**src/rtl/wake_ctl_pkg.sv**
```systemverilog
package wake_ctl_pkg;

    localparam int WORD_W = 32;

    localparam int BIT_CLK_RDY = 0;
    localparam int BIT_INIT    = 2;
    localparam int BIT_ACC_REQ = 3;
    localparam int BIT_GOING   = 4;
    localparam int STRAP_LO    = 6;
    localparam int STRAP_W     = 4;
    localparam int PST_LO      = 24;
    localparam int PST_W       = 3;
    localparam int BIT_RFKILL  = 27;

    localparam logic [WORD_W-1:0] HOST_MASK =
        (WORD_W'(1) << BIT_INIT) | (WORD_W'(1) << BIT_ACC_REQ);

    typedef enum logic [2:0] {
        ST_OFF    = 3'd0,
        ST_WAKING = 3'd1,
        ST_AWAKE  = 3'd2,
        ST_DRAIN  = 3'd3,
        ST_ASLEEP = 3'd4
    } dom_state_e;

    typedef enum logic [PST_W-1:0] {
        PST_NONE  = 3'b000,
        PST_MAC   = 3'b001,
        PST_RADIO = 3'b010,
        PST_ERR   = 3'b011
    } pst_e;

    typedef struct packed {
        logic               clk_rdy;
        logic               going;
        pst_e               pst;
        logic               rfkill;
        logic [STRAP_W-1:0] straps;
    } ro_fields_t;

    function automatic logic [WORD_W-1:0] pack_word(
        input logic [WORD_W-1:0] host_bits,
        input ro_fields_t        ro
    );
        logic [WORD_W-1:0] w;
        w = host_bits & HOST_MASK;
        w[BIT_CLK_RDY] = ro.clk_rdy;
        w[BIT_GOING]   = ro.going;
        w[STRAP_LO +: STRAP_W] = ro.straps;
        w[PST_LO +: PST_W] = ro.pst;
        w[BIT_RFKILL] = ro.rfkill;
        return w;
    endfunction

endpackage

```
**src/rtl/wake_ctl_regs.sv**
```systemverilog
module wake_ctl_regs
    import wake_ctl_pkg::*;
(
    input  logic              clk,
    input  logic              rst,
    input  logic              sw_rst,
    input  logic              wr_en,
    input  logic [WORD_W-1:0] wr_data,
    input  logic              going,
    output logic [WORD_W-1:0] host_q,
    output logic              init_nxt,
    output logic              req_nxt
);
    logic [WORD_W-1:0] wmask;
    logic [WORD_W-1:0] host_d;

    always_comb begin
        wmask = HOST_MASK;
        if (going) begin
            wmask[BIT_ACC_REQ] = 1'b0;
        end
        host_d = host_q;
        if (wr_en) begin
            host_d = (host_q & ~wmask) | (wr_data & wmask);
            if (going) begin
                host_d[BIT_ACC_REQ] = 1'b0;
            end
        end
        if (rst || sw_rst) begin
            host_d = '0;
        end
    end

    assign init_nxt = host_d[BIT_INIT];
    assign req_nxt  = host_d[BIT_ACC_REQ];

    always_ff @(posedge clk) begin
        host_q <= host_d & HOST_MASK;
    end
endmodule

```
**src/rtl/wake_ctl_fsm.sv**
```systemverilog
module wake_ctl_fsm
    import wake_ctl_pkg::*;
#(
    parameter int WAKE_DLY  = 8,
    parameter int DRAIN_LEN = 4
) (
    input  logic       clk,
    input  logic       rst,
    input  logic       sw_rst,
    input  logic       init_nxt,
    input  logic       req_nxt,
    input  logic       sleep_req,
    output dom_state_e state,
    output logic       err_q
);
    localparam int MAXC  = (WAKE_DLY > DRAIN_LEN) ? WAKE_DLY : DRAIN_LEN;
    localparam int CNT_W = $clog2(MAXC + 1);
    localparam logic [CNT_W-1:0] WAKE_LD  = CNT_W'(WAKE_DLY - 1);
    localparam logic [CNT_W-1:0] DRAIN_LD = CNT_W'(DRAIN_LEN - 1);

    dom_state_e       st_d;
    logic [CNT_W-1:0] cnt_q, cnt_d;
    logic             err_d;

    always_comb begin
        st_d  = state;
        cnt_d = cnt_q;
        err_d = err_q | (sleep_req && state == ST_WAKING);
        if (!init_nxt) begin
            st_d = ST_OFF;
        end else begin
            unique case (state)
                ST_OFF: begin
                    st_d  = ST_WAKING;
                    cnt_d = WAKE_LD;
                end
                ST_WAKING: begin
                    if (cnt_q == '0) st_d = ST_AWAKE;
                    else             cnt_d = cnt_q - 1'b1;
                end
                ST_AWAKE: begin
                    if (sleep_req && !req_nxt) begin
                        st_d  = ST_DRAIN;
                        cnt_d = DRAIN_LD;
                    end
                end
                ST_DRAIN: begin
                    if (cnt_q == '0) st_d = ST_ASLEEP;
                    else             cnt_d = cnt_q - 1'b1;
                end
                ST_ASLEEP: begin
                    if (req_nxt) begin
                        st_d  = ST_WAKING;
                        cnt_d = WAKE_LD;
                    end
                end
                default: st_d = ST_OFF;
            endcase
        end
        if (rst || sw_rst) begin
            st_d  = ST_OFF;
            cnt_d = '0;
            err_d = 1'b0;
        end
    end

    always_ff @(posedge clk) begin
        state <= st_d;
        cnt_q <= cnt_d;
        err_q <= err_d;
    end
endmodule

```
**src/rtl/wake_ctl_status.sv**
```systemverilog
module wake_ctl_status
    import wake_ctl_pkg::*;
(
    input  dom_state_e         state,
    input  logic               err_q,
    input  logic [WORD_W-1:0]  host_q,
    input  logic               rfkill_level,
    input  logic [STRAP_W-1:0] straps,
    output logic [WORD_W-1:0]  status_word,
    output logic               dom_pwr_en,
    output logic               going
);
    ro_fields_t ro;

    always_comb begin
        ro.clk_rdy = (state == ST_AWAKE) || (state == ST_DRAIN);
        ro.going   = (state == ST_DRAIN);
        ro.rfkill  = rfkill_level;
        ro.straps  = straps;
        if (err_q)                        ro.pst = PST_ERR;
        else if (state == ST_ASLEEP)      ro.pst = PST_MAC;
        else if (ro.clk_rdy && rfkill_level) ro.pst = PST_RADIO;
        else                              ro.pst = PST_NONE;
    end

    assign status_word = pack_word(host_q, ro);
    assign going       = ro.going;
    assign dom_pwr_en  = (state == ST_WAKING) || ro.clk_rdy;
endmodule

```
**src/rtl/wake_ctl_top.sv**
```systemverilog
module wake_ctl_top
    import wake_ctl_pkg::*;
#(
    parameter int WAKE_DLY  = 8,
    parameter int DRAIN_LEN = 4
) (
    input  logic        clk,
    input  logic        rst,
    input  logic        sw_rst,
    input  logic        wr_en,
    input  logic [31:0] wr_data,
    input  logic        sleep_req,
    input  logic        rfkill_level,
    input  logic [3:0]  straps,
    output logic [31:0] status_word,
    output logic        dom_pwr_en
);
    logic [WORD_W-1:0] host_q;
    logic              init_nxt, req_nxt, going, err_q;
    dom_state_e        state;

    wake_ctl_regs u_regs (
        .clk(clk), .rst(rst), .sw_rst(sw_rst), .wr_en(wr_en),
        .wr_data(wr_data), .going(going), .host_q(host_q),
        .init_nxt(init_nxt), .req_nxt(req_nxt)
    );

    wake_ctl_fsm #(.WAKE_DLY(WAKE_DLY), .DRAIN_LEN(DRAIN_LEN)) u_fsm (
        .clk(clk), .rst(rst), .sw_rst(sw_rst), .init_nxt(init_nxt),
        .req_nxt(req_nxt), .sleep_req(sleep_req), .state(state),
        .err_q(err_q)
    );

    wake_ctl_status u_status (
        .state(state), .err_q(err_q), .host_q(host_q),
        .rfkill_level(rfkill_level), .straps(straps),
        .status_word(status_word), .dom_pwr_en(dom_pwr_en), .going(going)
    );
endmodule

```
**config.mk**
```make
export PLATFORM = sky130hd
export DESIGN_NAME = wake_ctl_top
export DESIGN_NICKNAME = d
export VERILOG_FILES = /design/src/rtl/wake_ctl_pkg.sv /design/src/rtl/wake_ctl_regs.sv /design/src/rtl/wake_ctl_fsm.sv /design/src/rtl/wake_ctl_status.sv /design/src/rtl/wake_ctl_top.sv
export SDC_FILE = /design/constraint.sdc
export NUM_CORES = 1
export LEC_CHECK = 0
export BUFFER_PORTS_ARGS = -buffer_cell sky130_fd_sc_hd__buf_2
export CAP_MARGIN = 20
export CORE_MARGIN = 1
export CORE_UTILIZATION = 35
export CTS_CLUSTER_DIAMETER = 100
export DETAILED_ROUTE_END_ITERATION = 8
export PLACE_DENSITY_LB_ADDON = 0.3
export RECOVER_POWER = 100
export SLEW_MARGIN = 15
export SYNTH_ARGS = -nofsm -noshare
export SYNTH_HDL_FRONTEND = slang
export SYNTH_SLANG_ARGS = --single-unit
export TNS_END_PERCENT = 5
```
**constraint.sdc**
```tcl
create_clock -name clk -period 1.7 [get_ports clk]
set_input_delay 0.17 -clock clk [delete_from_list [all_inputs] [get_ports clk]]
set_output_delay 0.17 -clock clk [all_outputs]
set_load 0.02 [all_outputs]
```
* Yosys cells after proc, flatten, opt, wreduce, memory -nomap -nowiden *
Cells that the tools add are included.

cells by class
  add/subtract/negate cells = 1
  eq/ne operators = 9
  muxes and demuxes = 16
  bitwise operators = 6
  reduce and logical (&&, ||, !) cells = 14

operators with widths
  kind                                                   number
  2-to-1 mux 4 bit                                       5
  2-to-1 mux 3 bit                                       6
  one-hot mux 4 bit (4 select lines)                     1
  one-hot mux 3 bit (5 select lines)                     1
  AND 4 bit                                              2
  == test 3 x 2 -> 1 bit, second input constant          2
  inequality test 2 bit, second input constant           3
  AND reduction 5 bit                                    1
  zero test 4 bit                                        1
  inequality test 2 x 1 -> 1 bit, second input constant  2
  inverter 4 bit                                         1
  bitwise OR 4 bit                                       1
  AND reduction 4 bit                                    1
  nonzero test 4 bit                                     1
  OR reduction 2 bit                                     2
  subtractor 4 x 1 -> 4 bit, second input constant       1
  == test 3 x 1 -> 1 bit, second input constant          1
  == test 3 bit, second input constant                   1
  logical AND 1 bit                                      3
  zero test 3 bit                                        1
  logical OR 1 bit                                       3
  2-to-1 mux 1 bit                                       2
  2-to-1 mux 2 bit                                       1
  zero test 1 bit                                        1
  other kinds (2)                                        2

storage, ports and cells
  register bits = 10

* Depth between registers and ports, before layout *
Gate-level depths: netlist (run 1).

  depth in word-level cells = 12
  depth in mapped cells = 6
  mapped depth without buffers = 6

* Modules after synthesis *
From an unflattened synthesis (run 1), not the netlist that was laid out.

second synthesis, totals
  cell total of the unflattened synthesis = 122
  area, all modules = 1032.2 µm²

modules (own cells, without submodules)
  module           instances  cells an instance  area an instance (µm²)  sequential area each (µm²)
  wake_ctl_fsm     1          48                 456.7                   160.2
  wake_ctl_regs    1          38                 310.3                   40.0
  wake_ctl_status  1          36                 265.3                   0.0

* Least setup slack after synthesis (run 1) *
No wires, ideal clock.

  path kind = reg-to-reg
  start = register u_fsm.cnt_q[0]
  end = register u_fsm.cnt_q[3]
  library setup time = 0.117 ns
  arrival time = 1.406 ns
  data required time = 1.583 ns
  slack = 0.176 ns
  cell stages (with the launch flop) = 7
  path buffers = 0
  period minus slack after synthesis = 1.524 ns
  cell sequence = dfxtp_1 -> inv_1 -> ha_1 -> nor3b_1 -> nor4_1 -> mux2_2 -> a32o_2

between the ends
  cells in the longest elaborated chain, start to end = 3
  elaborated cells between the ends (all ways) = 6

ends and longest elaborated chain
  element                                                                    RTL line            text
  start: declaration                                                         wake_ctl_fsm.sv:22  logic [CNT_W-1:0] cnt_q, cnt_d;
  start signal: assignment                                                   wake_ctl_fsm.sv:69  cnt_q <= cnt_d;
  subtractor 4 x 1 -> 4 bit or zero test 4 bit (tied branches)               -
  2-to-1 mux 4 bit or inequality test 2 bit (tied branches)                  -
  one-hot mux 4 bit (4 select lines) or AND reduction 5 bit (tied branches)  -

Several ways; a longest one is shown, not always the timed one. The select of a mux whose other input is x is not followed.
A chain may end at the register's enable or synchronous reset.

* Final worst setup path (run 1) *
Same ends and word-level chain as after synthesis.

==> results by group, run 1 <==
Critical path
  – CP endpoint: u_fsm.cnt_q[3]
  – Startpoint types: flip-flop
  – Worst r2r path cells: 7
  – CP Launch Point: u_fsm.cnt_q[0]
  – CP arrival: approximately 1800 ps
  – Worst-path fanout max: 5
  – CP peak stage delay: roughly 330 ps
  – R2r startpoint: u_fsm.cnt_q[0]
  – CP Cell Sequence: inv_1 > ha_1 > nor3b_1 > buf_4 > o21ai_0 > nand4_2 > a32o_2
  – Critical R2R Capture: u_fsm.cnt_q[3]
  – R2R Setup Slk: 30 ps
  – Worst Setup End Kind: flip-flop
  – Worst EP required: approximately 1900 ps
  – Kind of critical path: reg2reg
  – Critical-path top delay cell: dfxtp_1

Global routing
  – First-pass GRT wire length: 1897 um
  – Vias in the first global route: 430
  – Largest net degree at the start of global routing: 11
  – Total GRT Usage: 0.1181
  – Initial antenna violation count: 0
  – Grt ovf: 0

Route
  – Drt wl/cell: ~9.5 um
  – DRC viols: 0
  – Initial DRT Pass Iterations: 3
  – Initial DRC count: 8
  – DR vias: between 500 and 600
  – Post-route ant nets: 0
  – Final WL: about 1200 um
  – Vias per inst: 4.061

Pwr
  – Pwr Total: a little over 0.5 mW
  – Worst vdd ir: approximately 0.00043 V
  – Pint: 0.3555 mW
  – Combinational power share: 0.213
  – Power density cells: around 650 nW/um^2
  – Sequential share of power: 0.469
  – Net Sw Power: about 0.16 mW
  – Net switching fraction of the power: 0.3161
  – Leak pwr: roughly 0.4 nW
  – Clock Power Share: 0.318

Cells and area
  – Final net count: approximately 150
  – Fin util: 0.4015
  – Area grow syn2layout: 6.533%
  – Fin area: between 700 and 800 um^2
  – N_diodes: 0
  – Share of post-route cells with drive strength above 1: 0.2692
  – FILL cells: 215

Floorplanning
  – Rows: 16
  – Die height: between 40 and 50 um
  – Io pins: 75
  – Initial Utilization: 0.3769
  – Die area: about 2300 um^2
  – DIE WIDTH: between 40 and 50 um
  – Core ar.: between 1500 and 2000 um^2

STA
  – Clock skew: roughly 2.6 ps
  – Final hold violations: 0
  – Final Cycle Share: 0.9849
  – Max Slew Vio Count: 0
  – RSZ-0062 raised after global routing: true
  – Fin crit period: around 1700 ps
  – Fmax: 597.2 MHz
  – Setup violations, final: 0

Logic synthesis
  – Synthesized area per cell: about 8.7 um^2
  – Dominant cells by area after synthesis: buf_4 28%, dfxtp_1 27%, mux2i_1 6.7%
  – Largest family of logic cells by synthesized area: buffers and inverters
  – Yosys warns: 0
  – Synth Register Bits: 10
  – Post-synth top area share: 0.2814
  – XOR/XNOR share of the synthesized area: 0.02345
  – Simple logic cell fraction of the synthesized area: 0.1642
  – Top cells by count, synth: 28 x buf_4, 10 x dfxtp_1, 6 x nor2_1
  – Ys async rst share: 0
  – Most common cell in the synthesized netlist: buf_4
  – Mapped cell area: approximately 750 um^2
  – Distinct cells, synth: 30
  – Number of enable flip-flop cells after synthesis: 0
  – Main synth FF type: dfxtp_1
  – Area leader, netlist: buf_4
  – Register area share after synthesis: 0.2680
  – Post-synthesis mux area share: 0.08208
  – Post-synthesis compound-gate area fraction: 0.1240
  – Post-synthesis adder-cell area fraction: 0.01675
  – Gate count after technology mapping: 86

Placed design
  – Dpl hpwl: 955.8 um
  – Buffers on Ports: 15
  – Placed Instance Area: 762.0 um^2
  – Placer congestion estimate: between 0.7 and 0.8

Clocking
  – Worst skew pair latency: 270 ps
  – Clock buffer depth: 2
  – CTS tree: yes
  – Clk sinks: 10
  – # hold bufs at CTS: 0
  – Htree depth: 1
  – Num CTS Buffers: 3
  – Clk slew on worst S/H paths: 70 ps
  – Root buf cell: clkbuf_4

Hold path
  – Worst Hold Class: in2reg

Run status
  – Status: complete, no violations

Job
  – Total of max-cap violations: 0
final cells by class:
type,instances,area [um^2],area share
well taps,27,33.78,0.04245
inverters,4,15.01,0.01887
multi-input cells,63,390.4,0.4906
repair buffers,24,133.9,0.1682
flip-flops and latches,10,200.2,0.2516
clock buffers,3,22.52,0.02830
critical path, delay by kind of cell (launching register included):
kind                     cells  cell delay (ps)
AND/OR/NAND/NOR              2              320
flip-flops                   1              330
buffers and inverters        2              210
adder cells (fa/ha/maj)      1              210
AO/OA/AOI/OAI                2              490
cell families (layout without fill, tap and decap cells):
family                     count (synthesis)  in the layout
DFF                                       10             10
adders and majority gates                  1              1
xor gates and xnor gates                   2              2
buffers and inverters                     33             31
AOI/OAI and AO/OA                         11             11
other                                      1             21
muxes                                      6              6
and+or+nand+nor                           22             22
per-stage QoR:
| stage | hold slack, ps | std cells | setup TNS [ps] | setup slack [ps] |
|---|---|---|---|---|
| 2_1_floorplan | 284.0 | 106 | 0 | 176.2 |
| 3_3_place_gp | 340.1 | 126 | 0 | 10.67 |
| 3_5_place_dp | 340.1 | 126 | 0 | 9.122 |
| 4_1_cts | 146.9 | 129 | 0 | 24.76 |
| 5_1_grt | 167.6 | 131 | -217.0 | -64.99 |
| 6_report | 153.0 | 131 | 0 | 25.62 |
routing by layer:
metal	wire (um)	up-vias	global-route usage
li1	-	282	-
met1	578	228	0.1629
met2	561	20	0.1680
met3	95	2	0.05556
met4	4	0	0.02222
met5	0	-	0
cell usage in the layout (no fill, tap or decap), drive strengths merged, types with 2 or more instances in the layout:
cell     n
nor4     2
and2     3
xnor2    2
dfxtp   10
buf     19
nor2     7
nand2    4
conb    21
mux2i    5
clkbuf   8
inv      4
a21o     2
what timing repair did:
| item | in CTS | in global routing |
|---|---|---|
| pin swaps | 1 | 1 |
| buffers inserted | 0 | 2 |
| gates resized for setup | 0 | 1 |
| endpoints found under the setup margin | 1 | 3 |
sequential cells by signal, summed over array words and instances, names as in the netlist:
| signal | cells |
|---|---|
| u_fsm.err_q | 1 |
| u_fsm.state | 3 |
| u_fsm.cnt_q | 4 |
| u_regs.host_q | 2 |
how the worst min path moves through the flow:
stage | start | to | cells after the start
floorplan | wr_en | u_regs.host_q[3] | 1
finish | wr_en | u_regs.host_q[3] | 2
global route | wr_en | u_regs.host_q[3] | 2
CTS | wr_en | u_regs.host_q[3] | 2
detailed placement | straps[2] | status_word[8] | 0
global placement | straps[2] | status_word[8] | 0
power by group through the flow:
stage	combinational, mW	sequential (mW)	clock (mW)
6_report	0.111	0.244	0.165
2_1_floorplan	0.129	0.251	0
5_1_grt	0.124	0.245	0.186
3_3_place_gp	0.108	0.249	0
4_1_cts	0.109	0.244	0.175
3_5_place_dp	0.109	0.249	0
Note: power is estimated with default switching activity, not from simulation.
==> inputs of run 2 (changes only) <==
CORE_UTILIZATION = 38   (was 35)
clock period = 2.07 ns   (was 1.7 ns; I/O delays follow)
==> run 2 against run 1 <==
  * Sequential power is 18% lower
  * Worst setup slack better by 210 ps
  * Via count shrank 2.1%
  * Flip-flop and latch count did not move
  * Routed wire length is 5.7% lower
  * Clock power shrank 19%
  * Count of clock-buffer cells in the layout unchanged
  * Register-to-register slack better by 210 ps
  * Largest cell class unchanged
==> results by group, run 2 (synthesis results as in run 1) <==
Clocking
  – Clock buffer depth: 2
  – # hold bufs at CTS: 0
  – Clk sinks: 10
  – CTS tree: yes
  – Root buf cell: clkbuf_4
  – Clk slew on worst S/H paths: ~60 ps
  – Post-CTS Setup Bufs: 0
  – Worst skew pair latency: between 200 and 300 ps
  – Num CTS Buffers: 3
  – Htree depth: 1
  – Post-cts gate resize count: 0

Floorplanning
  – Initial Utilization: 0.4189
  – Die area: roughly 2100 um^2
  – Rows: 15
  – DIE WIDTH: ~46 um
  – Io pins: 75
  – Die height: approximately 46 um
  – Core ar.: about 1800 um^2

Route
  – Drt wl/cell: between 9 and 10 um
  – Vias per inst: about 4.3
  – Initial DRC count: 10
  – DR vias: between 500 and 600
  – Initial DRT Pass Iterations: 4
  – Post-route ant nets: 0
  – Final WL: ~1200 um
  – DRC viols: 0

Cells and area
  – Most frequent cells in the layout: 21 x conb_1, 10 x dfxtp_1, 9 x clkbuf_1, 7 x nor2_1, 7 x buf_2
  – Register area: 200.2 um^2
  – Area grow syn2layout: -4.355%
  – N_diodes: 0
  – Final net count: 141
  – Commonest non-fill, non-tap cell in the layout: conb_1
  – Flip-flop count of the largest register after layout: 4
  – Biggest register: u_fsm.cnt_q
  – Post-Layout Cell Count: about 120
  – Fin area: just over 700 um^2
  – Fin util: 0.4007
  – Share of post-route cells with drive strength above 1: 0.1354
  – Area of the multi-input gates: between 300 and 400 um^2
  – Biggest regs: u_fsm.cnt_q x4, u_fsm.state x3, u_regs.host_q x2
  – FILL cells: ~190

Pwr
  – Leak pwr: between 0.3 and 0.4 nW
  – Power density cells: about 580 nW/um^2
  – Worst vdd ir: 0.0002991 V

Hold path
  – Min-delay src: sleep_req
  – Hold Path Cell Cnt: 3
  – Worst Hold Class: in2reg
  – Hold Path Sink: u_fsm.err_q

STA
  – RSZ-0062 raised after global routing: false
  – Max Slew Vio Count: 0
  – Final hold violations: 0
  – Fin crit period: 1831 ps
  – Clock skew: between 0.7 and 0.8 ps
  – Final Cycle Share: 0.8846
  – Setup TNS: 0 ps
  – Fmax: between 500 and 600 MHz
  – Setup violations, final: 0

Placed design
  – Placer congestion estimate: ~0.81
  – Buffers on Ports: 15
  – Dpl hpwl: roughly 890 um
  – DP Cell Count: about 120
  – Placed Instance Area: 714.4 um^2

Critical path
  – Kind of critical path: reg2reg
  – Worst Setup End Kind: flip-flop
  – R2r startpoint: u_fsm.cnt_q[0]
  – Critical R2R Capture: u_fsm.cnt_q[3]
  – Worst EP required: between 2000 and 2500 ps
  – Worst-path fanout max: 5
  – R2R Setup Slk: 240 ps
  – Worst r2r path cells: 7
  – CP arrival: just under 2000 ps
  – Startpoint types: flip-flop

Global routing
  – Initial antenna violation count: 0
  – First-pass GRT wire length: ~1700 um
  – Largest net degree at the start of global routing: 11
  – Total GRT Usage: 0.1149
  – Vias in the first global route: ~360
  – Grt ovf: 0

Run status
  – Status: complete, no violations

Job
  – Total of max-cap violations: 0
-- run 2: report_power, final --
part	switching [mW]	leakage (nW)	internal [mW]
combinational	0.0602	0.247	0.0186
clock	0.0661	0.0138	0.0672
sequential	0.00397	0.0811	0.197
total	0.130	0.342	0.283
-- run 2: how the worst max path moves through the flow --
stage                               from        endpoint  slack, ps  depth (start not counted)
after floorplan           u_fsm.cnt_q[0]  u_fsm.cnt_q[3]        550                          6
after global placement    u_fsm.cnt_q[0]  u_fsm.cnt_q[3]        340                          7
after detailed placement  u_fsm.cnt_q[0]  u_fsm.cnt_q[3]        340                          7
after CTS                 u_fsm.cnt_q[0]  u_fsm.cnt_q[3]        320                          7
after global routing      u_fsm.cnt_q[0]  u_fsm.cnt_q[3]        120                          7
final                     u_fsm.cnt_q[0]  u_fsm.cnt_q[3]        240                          7
-- run 2: worst max-delay path, cell delays in order, from the launching register on --
cell	delay (ps)
dfxtp_1	360
inv_1	70
ha_1	220
nor3b_1	140
clkbuf_1	150
o21ai_0	160
nand4_1	280
a32o_2	350
-- run 2: metal layers --
layer	wire length [um]	track usage
met4	12	0.06471
met2	488	0.1333
met3	94	0.05882
met5	0	0
met1	573	0.1624
-- run 2: stage by stage --
stage	hold slack [ps]	power (mW)	setup WS (ps)
3_5_place_dp	414.3	0.2862	335.6
3_3_place_gp	414.3	0.2858	343.4
4_1_cts	198.3	0.4216	324.2
6_report	208.4	0.4128	238.8
2_1_floorplan	321.0	0.3120	546.2
5_1_grt	209.9	0.4382	120.4
-- run 2: final cells by class --
cell class | instances | share of cell area
Sequential cell | 10 | 0.2802
Multi-Input combinational cell | 63 | 0.5271
Timing Repair Buffer | 16 | 0.09632
Clock buffer | 3 | 0.03152
Inverter | 4 | 0.02102
Tap cell | 25 | 0.04378
==> inputs of run 3 (changes only) <==
CELL_PAD_IN_SITES_DETAIL_PLACEMENT = 2   (was not set)
CELL_PAD_IN_SITES_GLOBAL_PLACEMENT = 2   (was not set)
CORE_UTILIZATION = 18   (was 38)
==> run 3 against run 2 <==
  * Clock skew up 1.6 ps
  * Hold slack better by 36 ps
  * Count of clock-buffer cells in the layout unchanged
  * First-iteration DRC count up 40%
  * Critical path depth unchanged
==> results by group, run 3 (synthesis results as in run 1) <==
Hold path
  – Worst Hold Class: in2reg
  – Hold Path Cell Cnt: 2

Route
  – Drt wl/cell: about 11 um
  – DR vias: 551
  – DRC viols: 0
  – Post-route ant nets: 0
  – Initial DRC count: 14
  – Final WL: between 1500 and 2000 um
  – Vias per inst: roughly 3.8
  – Initial DRT Pass Iterations: 2

Job
  – Total of max-cap violations: 0

Clocking
  – Clock buffer depth: 2
  – Root buf cell: clkbuf_8
  – # hold bufs at CTS: 0
  – CTS tree: yes
  – Post-cts gate resize count: 0
  – Clk sinks: 10
  – Post-CTS Setup Bufs: 0
  – Num CTS Buffers: 3
  – Clk slew on worst S/H paths: roughly 50 ps
  – Worst skew pair latency: between 200 and 250 ps
  – Htree depth: 1

STA
  – Max Slew Vio Count: 0
  – Fin crit period: 1811 ps
  – Setup violations, final: 0
  – Fmax: 552.2 MHz
  – Final hold violations: 0
  – RSZ-0062 raised after global routing: false
  – Final Cycle Share: 0.8748
  – Clock skew: about 2.4 ps
  – Setup TNS: 0 ps

Critical path
  – Critical-path top delay cell: dfxtp_1
  – Worst Setup End Kind: flip-flop
  – Crit path depth: 7
  – Crit path max-delay family: compound AO/OA/AOI/OAI gates
  – Worst r2r path cells: 7
  – Kind of critical path: reg2reg
  – Buf/Inv on CP: 2
  – Startpoint types: flip-flop
  – CP Cell Sequence: inv_1 > ha_1 > nor3b_1 > clkbuf_1 > o21ai_0 > nand4_2 > a32o_2
  – Worst-path fanout max: 5
  – Worst EP required: roughly 2200 ps
  – CP peak stage delay: roughly 340 ps
  – CP arrival: between 1500 and 2000 ps

Cells and area
  – Most frequent cells in the layout: 21 x conb_1, 10 x dfxtp_1, 9 x clkbuf_1, 7 x nor2_1, 7 x buf_2
  – Biggest register: u_fsm.cnt_q
  – Share of post-route cells with drive strength above 1: 0.1458
  – Final net count: 141
  – Flip-flop count of the largest register after layout: 4
  – Fin area: around 770 um^2
  – Area grow syn2layout: 3.183%
  – N_diodes: 0
  – Commonest non-fill, non-tap cell in the layout: conb_1
  – Biggest regs: u_fsm.cnt_q x4, u_fsm.state x3, u_regs.host_q x2
  – Post-Layout Cell Count: approximately 150
  – Fin util: 0.1927

Floorplanning
  – Core ar.: 4000 um^2
  – Die height: ~66 um
  – Die area: approximately 4400 um^2
  – Initial Utilization: 0.1867
  – DIE WIDTH: about 66 um
  – Io pins: 75
  – Rows: 23

Pwr
  – Leak pwr: roughly 0.35 nW
  – Worst vdd ir: between 0.0001 and 0.00015 V
  – Pwr Total: 0.4830 mW
  – Power density cells: about 630 nW/um^2

Global routing
  – Largest net degree at the start of global routing: 11
  – Initial antenna violation count: 0
  – Total GRT Usage: 0.08271
  – Grt ovf: 0
  – First-pass GRT wire length: around 2600 um
  – Vias in the first global route: 567

Placed design
  – DP Cell Count: between 100 and 150
  – Placed Instance Area: around 750 um^2
  – Buffers on Ports: 15
  – Placer congestion estimate: approximately 0.72
  – Dpl hpwl: 1270 um

Run status
  – Status: complete, no violations
[run 3: cell counts in the layout (fill, tap and decap cells not counted)]
No cell type changed its count.
[run 3: final timing paths]
kind	startpoint	to	slack, ps
min	wr_en	u_regs.host_q[3]	240
max reg2reg	u_fsm.cnt_q[0]	u_fsm.cnt_q[3]	260
max	u_fsm.cnt_q[0]	u_fsm.cnt_q[3]	260
min reg2reg	u_fsm.cnt_q[1]	u_fsm.cnt_q[1]	500
[run 3: cell type report]
cell class / instances / area [um^2]
timing repair buffer: 16 / 68.82
multi-input combinational: 63 / 382.9
sequential: 10 / 200.2
tap: 50 / 62.56
fill: 480 / 3229
inverter: 4 / 15.01
clock buffer: 3 / 41.29
[run 3: worst register-to-register path, stage by stage, from the launching register on]
cell and delay, ps:
dfxtp_1 340, inv_1 70, ha_1 220, nor3b_1 140, clkbuf_1 160, o21ai_0 220, nand4_2 230, a32o_2 330
[run 3: routing by layer]
| layer | track usage | part of all wire | up-vias |
|---|---|---|---|
| li1 | - | - | 264 |
| met1 | 0.09072 | 0.40 | 259 |
| met2 | 0.1454 | 0.51 | 24 |
| met3 | 0.02241 | 0.072 | 4 |
| met4 | 0.03989 | 0.012 | 0 |
| met5 | 0 | 0 | - |
[run 3: power breakdown]
part	internal [mW]	total (mW)	leakage, nW	switching (mW)
Sequential	0.198	0.202	0.0811	0.00417
Combinational	0.0188	0.0815	0.247	0.0628
Clock	0.127	0.200	0.0216	0.0726
[run 3: through the flow]
step / setup WS, ps / hold slack, ps
2_1_floorplan: 546.2 / 321.0
5_1_grt: 127.2 / 258.8
3_3_place_gp: 324.5 / 414.1
6_report: 259.1 / 244.0
3_5_place_dp: 298.0 / 414.1
4_1_cts: 276.9 / 243.3
